--- src/rtl/sdi_pkg.sv ---
package sdi_pkg;
  typedef enum logic [1:0] {
    M_3W     = 2'd0,
    M_4W     = 2'd1,
    M_5W_CLK = 2'd2,
    M_5W_CS  = 2'd3
  } sdi_mode_e;

  typedef enum logic [2:0] {
    ST_IDLE  = 3'd0,
    ST_LEAD  = 3'd1,
    ST_PRE   = 3'd2,
    ST_HDR   = 3'd3,
    ST_DATA  = 3'd4,
    ST_TRAIL = 3'd5
  } sdi_state_e;
endpackage

--- src/rtl/sdi_tick.sv ---
module sdi_tick #(
  parameter int DIV_W = 8
) (
  input  logic             clk,
  input  logic             rst,
  input  logic             run,
  input  logic [DIV_W-1:0] div,
  output logic             tick
);
  logic [DIV_W-1:0] cnt;

  assign tick = run && (cnt == div);

  always_ff @(posedge clk) begin
    if (rst || !run) cnt <= '0;
    else if (cnt == div) cnt <= '0;
    else cnt <= cnt + 1'b1;
  end
endmodule

--- src/rtl/sdi_hdr.sv ---
module sdi_hdr
  import sdi_pkg::*;
(
  input  logic [1:0] mode,
  input  logic       rw_en,
  input  logic       rs_first,
  input  logic       rw,
  input  logic       rs,
  output logic [1:0] bits,
  output logic [1:0] n
);
  logic rs_serial;
  assign rs_serial = (mode == M_3W) || (mode == M_4W);

  always_comb begin
    bits = 2'b00;
    n    = 2'd0;
    if (rs_serial && rw_en) begin
      bits = rs_first ? {rs, rw} : {rw, rs};
      n    = 2'd2;
    end else if (rs_serial) begin
      bits = {1'b0, rs};
      n    = 2'd1;
    end else if (rw_en) begin
      bits = {1'b0, rw};
      n    = 2'd1;
    end
  end
endmodule

--- src/rtl/sdi_engine.sv ---
module sdi_engine
  import sdi_pkg::*;
#(
  parameter int DATA_W  = 8,
  parameter int DIV_W   = 8,
  parameter int PRE_MAX = 16,
  parameter int BURST_W = 8,
  parameter int PRE_LW  = $clog2(PRE_MAX + 1)
) (
  input  logic               clk,
  input  logic               rst,
  input  logic               start,
  input  logic [1:0]         cfg_mode,
  input  logic [PRE_LW-1:0]  cfg_pre_len,
  input  logic [PRE_MAX-1:0] cfg_pre_bits,
  input  logic               cfg_clk_pol,
  input  logic [DIV_W-1:0]   cfg_div,
  input  logic               cmd_read,
  input  logic               cmd_rs,
  input  logic [BURST_W-1:0] cmd_len_m1,
  input  logic [1:0]         hdr_bits,
  input  logic [1:0]         hdr_n,
  input  logic [DATA_W-1:0]  wr_data,
  input  logic               sd_di,
  input  logic               tick,
  output logic [DIV_W-1:0]   div_q,
  output logic               wr_take,
  output logic [DATA_W-1:0]  rd_data,
  output logic               rd_valid,
  output logic               busy,
  output logic               sd_cs_n,
  output logic               sd_clk,
  output logic               sd_do,
  output logic               sd_oe,
  output logic               sd_rs
);
  localparam int PIDX_W = (PRE_MAX > 1) ? $clog2(PRE_MAX) : 1;
  localparam int DIDX_W = (DATA_W > 1) ? $clog2(DATA_W) : 1;
  localparam int IDX_W  = (PIDX_W > DIDX_W) ? PIDX_W : DIDX_W;

  sdi_state_e          state, nx_state;
  logic                half;
  logic [PRE_MAX-1:0]  pre_q;
  logic [PRE_LW-1:0]   pre_len_q, pre_len_eff;
  logic [IDX_W-1:0]    idx, nx_idx;
  logic [1:0]          hdr_q, hdr_n_q, hdr_left, nx_hdr_left;
  logic [BURST_W-1:0]  words_left, nx_words;
  logic [DATA_W-1:0]   word_q, rd_sh;
  logic                rw_q, pol_q, nx_load, nx_do, nx_oe;
  logic [1:0]          mode_q;

  assign pre_len_eff = (cfg_pre_len > PRE_LW'(PRE_MAX)) ? PRE_LW'(PRE_MAX) : cfg_pre_len;

  // Slot sequencer: what the next bit slot is when the current one ends.
  always_comb begin
    nx_state    = state;
    nx_idx      = idx;
    nx_hdr_left = hdr_left;
    nx_words    = words_left;
    nx_load     = 1'b0;
    case (state)
      ST_LEAD: begin
        if (pre_len_q != '0) begin
          nx_state = ST_PRE;
          nx_idx   = IDX_W'(pre_len_q - 1'b1);
        end else if (hdr_n_q != 2'd0) begin
          nx_state    = ST_HDR;
          nx_hdr_left = hdr_n_q;
        end else begin
          nx_state = ST_DATA;
          nx_load  = 1'b1;
        end
      end
      ST_PRE: begin
        if (idx != '0) begin
          nx_idx = idx - 1'b1;
        end else if (hdr_n_q != 2'd0) begin
          nx_state    = ST_HDR;
          nx_hdr_left = hdr_n_q;
        end else begin
          nx_state = ST_DATA;
          nx_load  = 1'b1;
        end
      end
      ST_HDR: begin
        if (hdr_left == 2'd1) begin
          nx_state = ST_DATA;
          nx_load  = 1'b1;
        end else begin
          nx_hdr_left = hdr_left - 1'b1;
        end
      end
      ST_DATA: begin
        if (idx != '0) begin
          nx_idx = idx - 1'b1;
        end else if (words_left == '0) begin
          nx_state = ST_TRAIL;
        end else begin
          nx_words = words_left - 1'b1;
          nx_load  = 1'b1;
        end
      end
      default: ;
    endcase
    if (nx_load) nx_idx = IDX_W'(DATA_W - 1);
  end

  always_comb begin
    case (nx_state)
      ST_PRE:  nx_do = pre_q[nx_idx[PIDX_W-1:0]];
      ST_HDR:  nx_do = (nx_hdr_left == 2'd2) ? hdr_q[1] : hdr_q[0];
      ST_DATA: nx_do = rw_q ? 1'b0 :
                       (nx_load ? wr_data[DATA_W-1] : word_q[nx_idx[DIDX_W-1:0]]);
      default: nx_do = 1'b0;
    endcase
    nx_oe = (mode_q == M_3W) && !((nx_state == ST_DATA) && rw_q);
  end

  always_ff @(posedge clk) begin
    if (rst) begin
      state      <= ST_IDLE;
      half       <= 1'b0;
      pre_q      <= '0;
      pre_len_q  <= '0;
      idx        <= '0;
      hdr_q      <= '0;
      hdr_n_q    <= '0;
      hdr_left   <= '0;
      words_left <= '0;
      word_q     <= '0;
      rd_sh      <= '0;
      rw_q       <= 1'b0;
      pol_q      <= 1'b0;
      mode_q     <= 2'd0;
      div_q      <= '0;
      wr_take    <= 1'b0;
      rd_data    <= '0;
      rd_valid   <= 1'b0;
      busy       <= 1'b0;
      sd_cs_n    <= 1'b1;
      sd_clk     <= 1'b0;
      sd_do      <= 1'b0;
      sd_oe      <= 1'b0;
      sd_rs      <= 1'b0;
    end else begin
      wr_take  <= 1'b0;
      rd_valid <= 1'b0;
      if (state == ST_IDLE) begin
        sd_clk <= cfg_clk_pol;
        if (start) begin
          state      <= ST_LEAD;
          half       <= 1'b0;
          pre_q      <= cfg_pre_bits;
          pre_len_q  <= pre_len_eff;
          hdr_q      <= hdr_bits;
          hdr_n_q    <= hdr_n;
          words_left <= cmd_len_m1;
          rw_q       <= cmd_read;
          pol_q      <= cfg_clk_pol;
          mode_q     <= cfg_mode;
          div_q      <= cfg_div;
          busy       <= 1'b1;
          sd_cs_n    <= 1'b0;
          sd_do      <= 1'b0;
          sd_oe      <= (cfg_mode == M_3W);
          sd_rs      <= (cfg_mode == M_5W_CLK || cfg_mode == M_5W_CS) ? cmd_rs : 1'b0;
        end
      end else if (tick) begin
        if (!half) begin
          half <= 1'b1;
          if (state == ST_PRE || state == ST_HDR || state == ST_DATA) sd_clk <= ~pol_q;
          if (state == ST_DATA && rw_q) begin
            rd_sh <= {rd_sh[DATA_W-2:0], sd_di};
            if (idx == '0) begin
              rd_data  <= {rd_sh[DATA_W-2:0], sd_di};
              rd_valid <= 1'b1;
            end
          end
        end else begin
          half   <= 1'b0;
          sd_clk <= pol_q;
          if (state == ST_TRAIL) begin
            state   <= ST_IDLE;
            busy    <= 1'b0;
            sd_cs_n <= 1'b1;
            sd_do   <= 1'b0;
            sd_oe   <= 1'b0;
            if (mode_q != M_5W_CS) sd_rs <= 1'b0;
          end else begin
            state      <= nx_state;
            idx        <= nx_idx;
            hdr_left   <= nx_hdr_left;
            words_left <= nx_words;
            sd_do      <= nx_do;
            sd_oe      <= nx_oe;
            if (nx_load && !rw_q) begin
              word_q  <= wr_data;
              wr_take <= 1'b1;
            end
          end
        end
      end
    end
  end
endmodule

--- src/rtl/sdi_ctrl.sv ---
module sdi_ctrl
  import sdi_pkg::*;
#(
  parameter int DATA_W  = 8,
  parameter int DIV_W   = 8,
  parameter int PRE_MAX = 16,
  parameter int BURST_W = 8,
  parameter int PRE_LW  = $clog2(PRE_MAX + 1)
) (
  input  logic               clk,
  input  logic               rst,
  input  logic               start,
  input  logic [1:0]         cfg_mode,
  input  logic [PRE_LW-1:0]  cfg_pre_len,
  input  logic [PRE_MAX-1:0] cfg_pre_bits,
  input  logic               cfg_rs_first,
  input  logic               cfg_rw_en,
  input  logic               cfg_clk_pol,
  input  logic [DIV_W-1:0]   cfg_div,
  input  logic               cmd_read,
  input  logic               cmd_rs,
  input  logic [BURST_W-1:0] cmd_len_m1,
  input  logic [DATA_W-1:0]  wr_data,
  output logic               wr_take,
  output logic [DATA_W-1:0]  rd_data,
  output logic               rd_valid,
  output logic               busy,
  output logic               sd_cs_n,
  output logic               sd_clk,
  output logic               sd_do,
  input  logic               sd_di,
  output logic               sd_oe,
  output logic               sd_rs
);
  logic [1:0]       hdr_bits, hdr_n;
  logic [DIV_W-1:0] div_q;
  logic             tick;

  sdi_hdr u_hdr (
    .mode     (cfg_mode),
    .rw_en    (cfg_rw_en),
    .rs_first (cfg_rs_first),
    .rw       (cmd_read),
    .rs       (cmd_rs),
    .bits     (hdr_bits),
    .n        (hdr_n)
  );

  sdi_tick #(.DIV_W(DIV_W)) u_tick (
    .clk  (clk),
    .rst  (rst),
    .run  (busy),
    .div  (div_q),
    .tick (tick)
  );

  sdi_engine #(
    .DATA_W (DATA_W),
    .DIV_W  (DIV_W),
    .PRE_MAX(PRE_MAX),
    .BURST_W(BURST_W),
    .PRE_LW (PRE_LW)
  ) u_eng (
    .clk         (clk),
    .rst         (rst),
    .start       (start),
    .cfg_mode    (cfg_mode),
    .cfg_pre_len (cfg_pre_len),
    .cfg_pre_bits(cfg_pre_bits),
    .cfg_clk_pol (cfg_clk_pol),
    .cfg_div     (cfg_div),
    .cmd_read    (cmd_read),
    .cmd_rs      (cmd_rs),
    .cmd_len_m1  (cmd_len_m1),
    .hdr_bits    (hdr_bits),
    .hdr_n       (hdr_n),
    .wr_data     (wr_data),
    .sd_di       (sd_di),
    .tick        (tick),
    .div_q       (div_q),
    .wr_take     (wr_take),
    .rd_data     (rd_data),
    .rd_valid    (rd_valid),
    .busy        (busy),
    .sd_cs_n     (sd_cs_n),
    .sd_clk      (sd_clk),
    .sd_do       (sd_do),
    .sd_oe       (sd_oe),
    .sd_rs       (sd_rs)
  );
endmodule

--- config.mk ---
export PLATFORM = sky130hd
export DESIGN_NAME = sdi_ctrl
export DESIGN_NICKNAME = d
export VERILOG_FILES = /design/src/rtl/sdi_pkg.sv /design/src/rtl/sdi_tick.sv /design/src/rtl/sdi_hdr.sv /design/src/rtl/sdi_engine.sv /design/src/rtl/sdi_ctrl.sv
export SDC_FILE = /design/constraint.sdc
export NUM_CORES = 1
export LEC_CHECK = 0
export BUFFER_PORTS_ARGS = -buffer_cell sky130_fd_sc_hd__buf_2
export CAP_MARGIN = 20
export CELL_PAD_IN_SITES_DETAIL_PLACEMENT = 1
export CELL_PAD_IN_SITES_GLOBAL_PLACEMENT = 1
export CORE_ASPECT_RATIO = 1.75
export CORE_MARGIN = 4
export CORE_UTILIZATION = 45
export DETAILED_ROUTE_END_ITERATION = 6
export PLACE_DENSITY_LB_ADDON = 0.1
export SYNTH_ARGS = -nofsm -noshare
export SYNTH_HDL_FRONTEND = slang
export SYNTH_HIERARCHICAL = 1
export SYNTH_SLANG_ARGS = --single-unit
--- constraint.sdc ---
create_clock -name clk -period 8.2 [get_ports clk]
set_clock_uncertainty 0.15 [all_clocks]
set_input_delay 1.23 -clock clk [delete_from_list [all_inputs] [get_ports clk]]
set_output_delay 1.23 -clock clk [all_outputs]
set_load 0.05 [all_outputs]
==> impl_metrics.py <==
metrics = {
    "floorplanning": {
        "io_pins": 72,
        "core_um2": 10400,
        "dieArea_um2": 12400,
        "rows": 49,
        "start_util": 0.463,
        "die_h_um": 145,
        "die_w_um": 86.0,
    },
    "sta": {
        "finalCritPeriodShare": 0.447,
        "maxSlewHeadroom": 0.395,
        "timing.hold.ws_ns": 0.307,
        "max_slew.worst_pin.slew_ns": 0.908,
        "hold_viol": 0,
        "max_freq_ghz": 0.273,
        "setup_viol": 0,
        "min_period_ns": 3.66,
        "maxSlewViolCount": 0,
        "rsz0062_at_grt": "no",
        "finalSetupTns_ns": 0,
    },
    "place": {
        "place_hpwl_um": 10200,
        "dp.cells": 756,
        "routabilityCongestion": 0.910,
        "portBuffers": 71,
    },
    "global_route": {
        "antenna_found_initial": 0,
        "grt_max_degree": 89,
        "grt_pass1_vias": 4644,
        "overflow": 0,
        "grt_pass1_wl_um": 22200,
        "grtUsageTotal": 0.225,
    },
    "clock_tree": {
        "hold_buffers": 0,
        "h-tree-depth": 3,
        "clk_path_buf_depth": 2,
        "cts_resized": 0,
        "cts_inserted_buffers": 9,
        "cts.clk_slew.worst_paths_ns": 0.07,
        "clock-sinks": 94,
        "cts_setup_buffers": 0,
        "insertion_delay_ns": 0.34,
        "cts_root_buffer": "clkbuf_16",
        "cts_tree": "done",
    },
    "cells_and_area": {
        "layoutNonFillerInstCount": 772,
        "nFillCells": 1286,
        "n_antenna_cell": 0,
        "finish.utilization": 0.531,
        "multiInputGateArea_um2": 2680,
        "register_area_um2": 1880,
        "synthToLayoutAreaGrowth_pct": 14.8,
        "layout.nets": 703,
        "post_route_cells_drive_above_1_share": 0.177,
    },
    "pwr": {
        "p_sw_w": 0.000354,
        "power.density_nw_per_um2": 213,
        "p_leak_nw": 2.26,
        "p_comb_frac": 0.196,
        "internal_power_w": 0.000820,
        "vdd_drop_max_mv": 0.144,
        "clkPwrFrac": 0.371,
        "pwr-share-seq": 0.434,
        "p_sw_frac": 0.301,
    },
    "synthesis": {
        "synth_seq_cells": 94,
        "ys_seq_area_frac": 0.393,
        "yosys_warnings": 6,
        "synth_cell_type_count": 68,
        "synthTopCellsByArea": "dfxtp_1 (39%), nand2_1 (9.1%), a21oi_1 (6.2%)",
        "synth_ff_type": "dfxtp_1",
        "synth_area_per_cell_um2": 8.15,
        "yosysMostFrequentCell": "nand2_1",
        "synth_area_um2": 4790,
        "synth-edff-count": 0,
        "yosysTopAreaCell": "dfxtp_1",
        "synthTopCellsByCount": "nand2_1 (116), dfxtp_1 (94), a21oi_1 (59), nor2_1 (43)",
        "synth-async-reset-ratio": 0,
        "synth_cells": 588,
        "yosysTopAreaCellShare": 0.393,
        "synth_fp_nets": 651,
    },
    "drt": {
        "post_drt_via_cell_ratio": 5.83,
        "wl_per_cell_um": 17.7,
        "drc": 0,
        "vias": 4503,
        "first_pass_iters": 4,
        "drtIter0Drc": 169,
        "ant_nets": 0,
        "wl_um": 13600,
    },
    "setup_path": {
        "required_ns": 8.28,
        "worstSetupStartpointType": "flop",
        "reg2regPathDepth": 8,
        "critPathKind": "flop to flop",
        "critPathMaxFanout": 16,
        "worstPathArrival_ns": 3.74,
        "end_kind": "flop",
    },
    "run_status": {
        "outcome": "finished clean",
    },
    "worst_hold_path": {
        "hold_depth": 2,
        "hp-class": "flop to flop",
    },
    "job": {
        "cap_violations": 0,
    },
}
==> layer usage <==
layer	vias to the layer above	wire length, µm	global-route usage
met4	0	607	0.127
met1	2191	4920	0.228
li1	2189	-	-
met2	91	7660	0.427
met5	-	0	0
met3	32	445	0.0353
==> cells in the final DEF, fill, tap and decap left out, types with 5 or more instances in the layout <==
master     instances
a211oi_1          16
a21oi_1           59
a221oi_1           6
a22oi_1            5
buf_2             71
buf_4              6
clkbuf_16          9
dfxtp_1           94
ha_1               7
inv_1             15
mux2i_1           27
nand2_1          116
nand2b_1           7
nand3_1           20
nand3b_1           6
nor2_1            43
nor2b_1            6
nor3_1            10
o21ai_0           21
or3_1              7
xor2_1            12
==> flip-flops by register name (all words and copies together), names as in the netlist, 2 cells and up <==
| name | count |
|---|---|
| u_eng/hdr_n_q | 2 |
| u_eng/rd_sh | 7 |
| u_eng/words_left | 8 |
| u_eng/pre_q | 16 |
| u_eng/state | 3 |
| u_tick/cnt | 8 |
| u_eng/div_q | 8 |
| u_eng/hdr_left | 2 |
| u_eng/pre_len_q | 5 |
| u_eng/word_q | 8 |
| u_eng/hdr_q | 2 |
| u_eng/idx | 4 |
| u_eng/rd_data | 8 |
| u_eng/mode_q | 2 |
==> power by group through the flow <==
stage / logic (W) / registers [W] / clock network (W)
2_1_floorplan: 0.000165 / 0.000518 / 0
3_3_place_gp: 0.000221 / 0.000518 / 0
3_5_place_dp: 0.000229 / 0.000519 / 0
4_1_cts: 0.000232 / 0.000509 / 0.000446
5_1_grt: 0.000256 / 0.000513 / 0.000469
6_report: 0.000230 / 0.000509 / 0.000435
==> final cells by class <==
| cell class | count | share of cell area |
|---|---|---|
| clock buffer | 11 | 0.0460 |
| inverter | 16 | 0.0109 |
| tap | 127 | 0.0289 |
| timing repair buffer | 77 | 0.0728 |
| clock inverter | 5 | 0.0116 |
| multi-input combinational | 442 | 0.488 |
| sequential | 94 | 0.342 |
==> worst max-delay path: stages (launching register included) <==
cell and delay (ns):
dfxtp_1 0.37, xor2_1 0.20, nor4_4 0.55, and3_1 0.39
nand2_1 0.15, o21ai_0 0.66, o211a_1 0.56, o21ai_0 0.19
a221oi_1 0.34
==> kinds of logic after synthesis <==
group	share of synthesized area
and+or+nand+nor	0.256
AOI/OAI and AO/OA	0.194
DFF	0.393
adders and majority gates	0.0183
buffers and inverters	0.0475
muxes	0.0619
xor gates and xnor gates	0.0292
==> final timing paths <==
check                                      from                  end  slack (ns)
worst max register to register    u_tick/cnt[5]  u_eng/words_left[0]        4.54
worst min register to register  u_eng/pre_q[14]      u_eng/pre_q[14]        0.31
worst min-delay path            u_eng/pre_q[14]      u_eng/pre_q[14]        0.31
worst max-delay path              u_tick/cnt[5]  u_eng/words_left[0]        4.54
==> per-stage QoR <==
step / setup WS, ns / power, W / area, µm²
2_1_floorplan: 5.24 / 0.000683 / 4790
3_3_place_gp: 4.75 / 0.000739 / 5180
3_5_place_dp: 4.58 / 0.000748 / 5180
4_1_cts: 4.55 / 0.00119 / 5500
5_1_grt: 4.26 / 0.00124 / 5500
6_report: 4.54 / 0.00117 / 5500
(Power assumes the default switching activity.)
